## src/rtl/train_mbox_rx.sv

```systemverilog
module train_mbox_rx #(
  parameter int HALF_W = 16,
  parameter logic [HALF_W-1:0] CODE_STREAM = 'h08,
  parameter logic [HALF_W-1:0] CODE_PASS = 'h07,
  parameter logic [HALF_W-1:0] CODE_FAIL = 'hFF
) (
  input  logic                clk,
  input  logic                rst_n,
  input  logic                start,
  input  logic                rdy_n,
  input  logic [HALF_W-1:0]   lo_word,
  input  logic [HALF_W-1:0]   hi_word,
  output logic                ack_n,
  output logic                major_valid,
  output logic [1:0]          major_class,
  output logic                word_valid,
  output logic                word_is_hdr,
  output logic [2*HALF_W-1:0] word_data,
  output logic                done,
  output logic                pass,
  output logic                fail
);
  localparam int WORD_W = 2 * HALF_W;
  localparam logic [1:0] CL_PROG = 2'd0, CL_STREAM = 2'd1, CL_PASS = 2'd2, CL_FAIL = 2'd3;

  typedef enum logic [1:0] {S_IDLE, S_WAIT, S_ACK} st_t;
  typedef enum logic [1:0] {K_MAJOR, K_HDR, K_ARG} kind_t;

  st_t              st;
  kind_t            kind;
  logic [WORD_W-1:0] cap;
  logic [HALF_W-1:0] remain;
  logic [1:0]        cls;

  // The major code is the low half, zero-extended, compared at full width.
  always_comb begin
    if (cap == {{HALF_W{1'b0}}, CODE_STREAM})    cls = CL_STREAM;
    else if (cap == {{HALF_W{1'b0}}, CODE_PASS}) cls = CL_PASS;
    else if (cap == {{HALF_W{1'b0}}, CODE_FAIL}) cls = CL_FAIL;
    else                                         cls = CL_PROG;
  end

  assign word_data = cap;

  always_ff @(posedge clk) begin
    if (!rst_n) begin
      st          <= S_IDLE;
      kind        <= K_MAJOR;
      cap         <= '0;
      remain      <= '0;
      ack_n       <= 1'b1;
      major_valid <= 1'b0;
      major_class <= CL_PROG;
      word_valid  <= 1'b0;
      word_is_hdr <= 1'b0;
      done        <= 1'b0;
      pass        <= 1'b0;
      fail        <= 1'b0;
    end else begin
      major_valid <= 1'b0;
      word_valid  <= 1'b0;
      done        <= 1'b0;
      case (st)
        S_IDLE: begin
          if (start) begin
            pass <= 1'b0;
            fail <= 1'b0;
            kind <= K_MAJOR;
            st   <= S_WAIT;
          end
        end
        S_WAIT: begin
          if (!rdy_n) begin
            cap   <= (kind == K_MAJOR) ? {{HALF_W{1'b0}}, lo_word} : {hi_word, lo_word};
            ack_n <= 1'b0;
            st    <= S_ACK;
          end
        end
        S_ACK: begin
          if (rdy_n) begin
            ack_n <= 1'b1;
            st    <= S_WAIT;
            case (kind)
              K_MAJOR: begin
                major_valid <= 1'b1;
                major_class <= cls;
                if (cls == CL_STREAM) kind <= K_HDR;
                if (cls == CL_PASS || cls == CL_FAIL) begin
                  pass <= (cls == CL_PASS);
                  fail <= (cls == CL_FAIL);
                  done <= 1'b1;
                  st   <= S_IDLE;
                end
              end
              K_HDR: begin
                word_valid  <= 1'b1;
                word_is_hdr <= 1'b1;
                remain      <= cap[HALF_W-1:0];
                kind        <= (cap[HALF_W-1:0] == '0) ? K_MAJOR : K_ARG;
              end
              default: begin
                word_valid  <= 1'b1;
                word_is_hdr <= 1'b0;
                remain      <= remain - 1'b1;
                if (remain == {{(HALF_W-1){1'b0}}, 1'b1}) kind <= K_MAJOR;
              end
            endcase
          end
        end
        default: st <= S_IDLE;
      endcase
    end
  end
endmodule


```

## config.mk

```make
export PLATFORM = sky130hd
export DESIGN_NAME = train_mbox_rx
export DESIGN_NICKNAME = d
export VERILOG_FILES = /design/src/rtl/train_mbox_rx.sv
export SDC_FILE = /design/constraint.sdc
export NUM_CORES = 1
export LEC_CHECK = 0
export BUFFER_PORTS_ARGS = -buffer_cell sky130_fd_sc_hd__buf_4
export CORE_MARGIN = 2
export CORE_UTILIZATION = 33
export DETAILED_ROUTE_END_ITERATION = 10
export PLACE_DENSITY = 0.62
export SYNTH_ARGS = -nofsm -noshare
export SYNTH_HDL_FRONTEND = slang
export SYNTH_SLANG_ARGS = --single-unit
```

## constraint.sdc

```tcl
create_clock -name clk -period 4.78 [get_ports clk]
set_input_delay 0.956 -clock clk [delete_from_list [all_inputs] [get_ports clk]]
set_output_delay 0.956 -clock clk [all_outputs]
set_load 0.1 [all_outputs]
```

# [Word level (Yosys, flattened, before mapping)]
# Index checks and enable logic that the tools add are counted.
[word_totals] ff_bits=61 latchBits=0 ramBits=0 rom_bits=0 in_bits=36 out_inout_bits=41 wordCells=81 mem_count=0
[op_classes] addsub=1 multipliers=0 div_mod_pow=0 magnitude_cmp=0 n_eq_ne=17 shifts=0 muxes=34 n_bitwise=2 n_reduce_logical=15
[op_table] operator="$eq 32x3->1 const B" n=1
[op_table] operator="$eq 32x4->1 const B" n=1
[op_table] operator="$eq 32x8->1 const B" n=1
[op_table] operator="$mux 32" n=1
[op_table] operator="$pmux 16 s2" n=1
[op_table] operator="$mux 2" n=11
[op_table] operator="$eq 16x1->1 const B" n=1
[op_table] operator="$logic_not 16->1" n=1
[op_table] operator="$sub 16x1->16 const B" n=1
[op_table] operator="$reduce_and 3->1" n=5
[op_table] operator="$mux 1" n=14
[op_table] operator="$ne 2x2->1 const B" n=5
[op_table] operator="$reduce_and 5->1" n=2
[op_table] operator="$pmux 1 s2" n=4
[op_table] operator="$pmux 2 s2" n=2
[op_table] operator="$eq 2x1->1 const B" n=3
[op_table] operator="$eq 2x2->1 const B" n=3
[op_table] operator="$pmux 2 s3" n=1
[op_table] operator="$logic_not 2->1" n=2
[op_table] operator="$ne 4x4->1 const B" n=1
[op_table] operator="$reduce_and 4->1" n=1
[op_table] operator="$reduce_bool 2->1" n=2
[op_table] operator="$ne 3x3->1 const B" n=1
[op_table] operator="$not 1->1" n=2
[op_table] operator="other kinds (2)" n=2

# [Longest topological paths before layout]
[depth] depth_word=10 depth_mapped=8 ltp_nobuf=7

# [Worst setup path before layout]
# Ideal clock, no wire load.
[synth_path] path_kind="input port to flip-flop" from="in rdy_n" to="reg remain[12]" setup_time_ns=0.117 arrival_ns=2.191 required_ns=4.663 path_slack_ns=2.472 path_stages=7 path_buffers=2 cell_sequence="clkbuf_1 > and3b_1 > clkbuf_1 > nand2_1 > a21oi_1 > o21ai_0 > a32o_1"
[synth_between] elab_chain_cells=1
[synth_lines] element="from (decl)" line="10" source="input logic rdy_n,"
[synth_lines] element="$reduce_and 3->1 (no line)"
[synth_lines] element="to (signal assigned)" line="98" source="remain <= cap[HALF_W-1:0];"
[synth_lines] element="to (signal assigned)" line="104" source="remain <= remain - 1'b1;"
[synth_lines] element="to (decl)" line="32" source="logic [HALF_W-1:0] remain;"
# No other way between the ends.
# A chain may end at the register's enable or synchronous reset.

# [Worst setup path after layout]
[layout_path] from="reg kind[1]" to="reg remain[12]"
[layout_between] elab_chain_cells=3 word_cells_on_any_way=5 classes_between="1 x eq/ne; 1 x mux; 1 x bitwise; 2 x reduce/logical"
[layout_lines] element="from (decl)" line="30" source="kind_t kind;"
[layout_lines] element="from (signal assigned)" line="99" source="kind <= (cap[HALF_W-1:0] == '0) ? K_MAJOR : K_ARG;"
[layout_lines] element="parallel branches: the longest is 3 deep, another holds $pmux 16 s2"
# Parallel ways; which one is timed is not known.

==> impl_summary.txt <==
----------------------------------------------------
[CTS]
  Clock transition at path regs ... 0.07 ns
  Resized cells post-CTS ... 0
  Quantity of hold-fixing buffers added after cts ... 0
  CTS tree ... built
  Maximum level of the CTS H-tree ... 3
  Number of post-CTS setup repair buffers ... 0
  Clk sinks ... 61
  Clock Root Buffer ... sky130_fd_sc_hd__clkbuf_8
  Clock buffer count from CTS ... 9
  Clock latency on the worst-skew pair ... 0.35 ns
  Maximum buffer depth of the clock tree ... 2

[Drt]
  DRC Markers ... 0
  Total wire length after detailed routing ... 7.87 mm
  DR WL/cell ... 14.4 microns
  Count of antenna-violating nets left after detailed routing ... 0
  Total iterations of the first detailed-routing run ... 4
  First-iteration detailed-routing DRC count ... 217
  Detailed-route vias per instance ... 5.23
  Total number of vias ... 2859

[Yosys]
  Fraction of the mapped netlist area in compound gates ... 0.237
  Main area contributors after synthesis ... sky130_fd_sc_hd__dfxtp_1 41%, sky130_fd_sc_hd__nand2_1 10%, sky130_fd_sc_hd__a21boi_0 9.7%
  Synth warnings ... 0
  Number of register bits inferred by synthesis ... 61
  Syn_area_per_cell ... 7.90 sq um
  Area share of the largest cell type after synthesis ... 0.413
  Post-Synthesis Net Count ... 412
  Sequential fraction of the synthesis area ... 0.413
  Synthesized-area fraction occupied by and/or/nand/nor cells ... 0.280
  Number of distinct library cells after synthesis ... 51
  Post-synthesis share of cell area spent on full adders, half adders and majority gates ... 0.00847
  Synth area leader ... sky130_fd_sc_hd__dfxtp_1
  Share of synthesized area spent on multiplexers ... 0.0106
  EDFF count, synth ... 0
  Number of instances in the synthesized netlist ... 374
  Fraction of registers with async set/reset ... 0
  Summed instance area of the synthesized netlist ... 2950 sq um
  Fraction of synthesized cell area in xor and xnor cells ... 0.00296
  Largest family of logic cells by synthesized area ... simple AND/OR/NAND/NOR gates
  Most instantiated flip-flop cell in the synthesis netlist ... sky130_fd_sc_hd__dfxtp_1

[Worst setup path]
  Buf/Inv on CP ... 0
  FF-to-FF path depth ... 5
  End of the worst register-to-register path ... remain[12]
  Reg2Reg Launch Point ... kind[1]
  Arrival time reported for the critical path endpoint ... 2.56 ns
  Chain of cells forming the critical path ... or2_2 > nand2_1 > a21oi_1 > o21ai_0 > a32o_1
  Type of destination of the critical path ... flop
  Slowest Stage Delay on Critical Path ... 0.64 ns
  Crit path from ... kind[1]
  Data required time of the critical path ... 5.02 ns
  Startpoint class of the critical path ... flop
  Biggest fanout along the worst timing path ... 21
  Reg2Reg Setup Slack ... 2.46 ns
  Largest delay share family, worst path ... simple AND/OR/NAND/NOR gates
  Slowest cell on crit path ... sky130_fd_sc_hd__dfxtp_1
  Startpoint-to-endpoint class of the critical path ... flop to flop

[Pwr]
  Post-layout total power ... 1.23 mW
  Power per Cell Area ... 326 nW/um^2
  Worst ir drop on vdd ... 0.000147 V
  Pleak ... 1.49 nW

[Timing]
  Sum of negative setup slack ... 0 ns
  Maximum operating frequency ... 430 MHz
  Fin worst setup slack ... 2.46 ns
  Relative slew slack ... 0.185
  Worst setup skew after layout ... 0.0120 ns
  Total setup violations reported at the end of the flow ... 0
  RSZ-0062 raised after global routing ... no
  Number of pins with negative max-slew slack in the final report ... 0
  Min Clock Period, post-route ... 2.32 ns
  Slew at the pin with the worst max-slew slack ... 1.22 ns
  Final worst-path cycle share ... 0.486
  Number of failing hold endpoints at the final stage ... 0

[Placement]
  Placed cell count ... 531
  # port buffers ... 76
  Total half-perimeter wirelength after legalization and detailed placement ... 5.33 mm
  Pre-CTS setup slack ... 2.22 ns
  Global placer's final weighted congestion ... 0.765

[Floorplan]
  Die outline area ... 9720 sq um
  Die extent in y ... 98.6 microns
  Starting density of the core ... 0.339
  Area of the placeable core ... 8720 sq um
  # IOs ... 77
  Number of rows in the core area ... 34
  Horizontal extent of the die ... 98.6 microns

[Final layout]
  Non-Filler Instances ... 547
  Net count of the finished layout ... 472
  Area added between synthesis and finish ... 27.5%
  ANT cells ... 0
  Share of post-route cells with drive strength above 1 ... 0.230
  Layout filler cell count ... 885

[Min path]
  Number of instances on the worst hold path ... 2
  Min-delay src ... pass
  Min-Delay Endpoint ... pass
  Worst hold path type ... flop to flop

[GRT]
  GRT Util Overall ... 0.169
  Initial antenna violation count ... 0
  Sum of overflow across all layers after global routing ... 0
  Number of global-route vias before repair ... 2739
  Largest net degree at the start of global routing ... 63
  First-pass GRT wire length ... 13.4 mm

[Outcome]
  Result of the run ... complete, no violations

[Job]
  Max Cap Viol ... 0

----------------------------------------------------
layout by cell type (no fill, tap or decap), types with 9 or more instances in the layout:
cell type and n:
sky130_fd_sc_hd__buf_4 77, sky130_fd_sc_hd__o21ai_0 23, sky130_fd_sc_hd__a21boi_0 38, sky130_fd_sc_hd__nand2_1 80
sky130_fd_sc_hd__a21oi_1 17, sky130_fd_sc_hd__nand3_1 23, sky130_fd_sc_hd__clkbuf_8 9, sky130_fd_sc_hd__nor2_1 20
sky130_fd_sc_hd__dfxtp_1 61
worst reg2reg max path, cell delays in order (launching register included):
cell,delay [ns]
sky130_fd_sc_hd__dfxtp_1,0.64
sky130_fd_sc_hd__or2_2,0.48
sky130_fd_sc_hd__nand2_1,0.37
sky130_fd_sc_hd__a21oi_1,0.29
sky130_fd_sc_hd__o21ai_0,0.13
sky130_fd_sc_hd__a32o_1,0.30
power by group:
part	leakage, nW	internal [mW]	switching, mW
clock network	0.107	0.291	0.208
registers	0.493	0.520	0.0196
logic	0.887	0.0620	0.128
stage by stage:
step	instance area, sq um	hold slack (ns)	utilization
floorplan	2950	0.462	-
global placement	3560	0.452	0.408
detailed placement	3560	0.465	0.408
CTS	3770	0.475	0.432
global route	3770	0.499	0.432
finish	3770	0.472	0.432
cells in the mapped netlist, types with 4 or more instances:
library cell,count
sky130_fd_sc_hd__nand2_1,80
sky130_fd_sc_hd__dfxtp_1,61
sky130_fd_sc_hd__a21oi_1,17
sky130_fd_sc_hd__nor4_1,7
sky130_fd_sc_hd__nor3_1,4
sky130_fd_sc_hd__inv_1,7
sky130_fd_sc_hd__nor2_1,20
sky130_fd_sc_hd__o21ai_0,23
sky130_fd_sc_hd__nand3_1,23
sky130_fd_sc_hd__clkbuf_1,27
sky130_fd_sc_hd__nand2b_1,4
sky130_fd_sc_hd__a21boi_0,38
sequential cells by signal, summed over array words and instances, names as in the netlist, 2 cells and up:
name         flops
word_data       32
st               2
remain          16
major_class      2
kind             2
worst max-delay path by stage:
stage	end	slack (ns)	depth (start not counted)
floorplan	remain[12]	2.47	7
global placement	remain[12]	2.25	6
detailed placement	remain[12]	2.22	6
CTS	remain[12]	2.47	5
global route	remain[12]	2.29	5
finish	remain[12]	2.46	5
metal layers:
metal,up-vias,GRT usage,part of all wire
met5,-,0,0
met4,0,0.0611,0.015
met3,10,0.0468,0.055
met2,75,0.251,0.44
met1,1332,0.234,0.49
li1,1442,-,-
cells by family (layout without fill, tap and decap cells):
logic type / Yosys count / after routing
simple gates: 168 / 168
compound gates: 104 / 104
flops: 61 / 61
buf+inv: 35 / 100
mux: 3 / 3
fa+ha+maj: 2 / 2
xor+xnor: 1 / 1
cell type report:
cell class / count / area [sq um] / share of cell area
clock buffer: 11 / 131 / 0.0349
clock inverter: 5 / 75.1 / 0.0199
inverter: 7 / 26.3 / 0.00698
multi-input combinational: 278 / 1600 / 0.425
sequential: 61 / 1220 / 0.324
tap: 108 / 135 / 0.0359
timing repair buffer: 77 / 578 / 0.153
(Power assumes the default switching activity.)
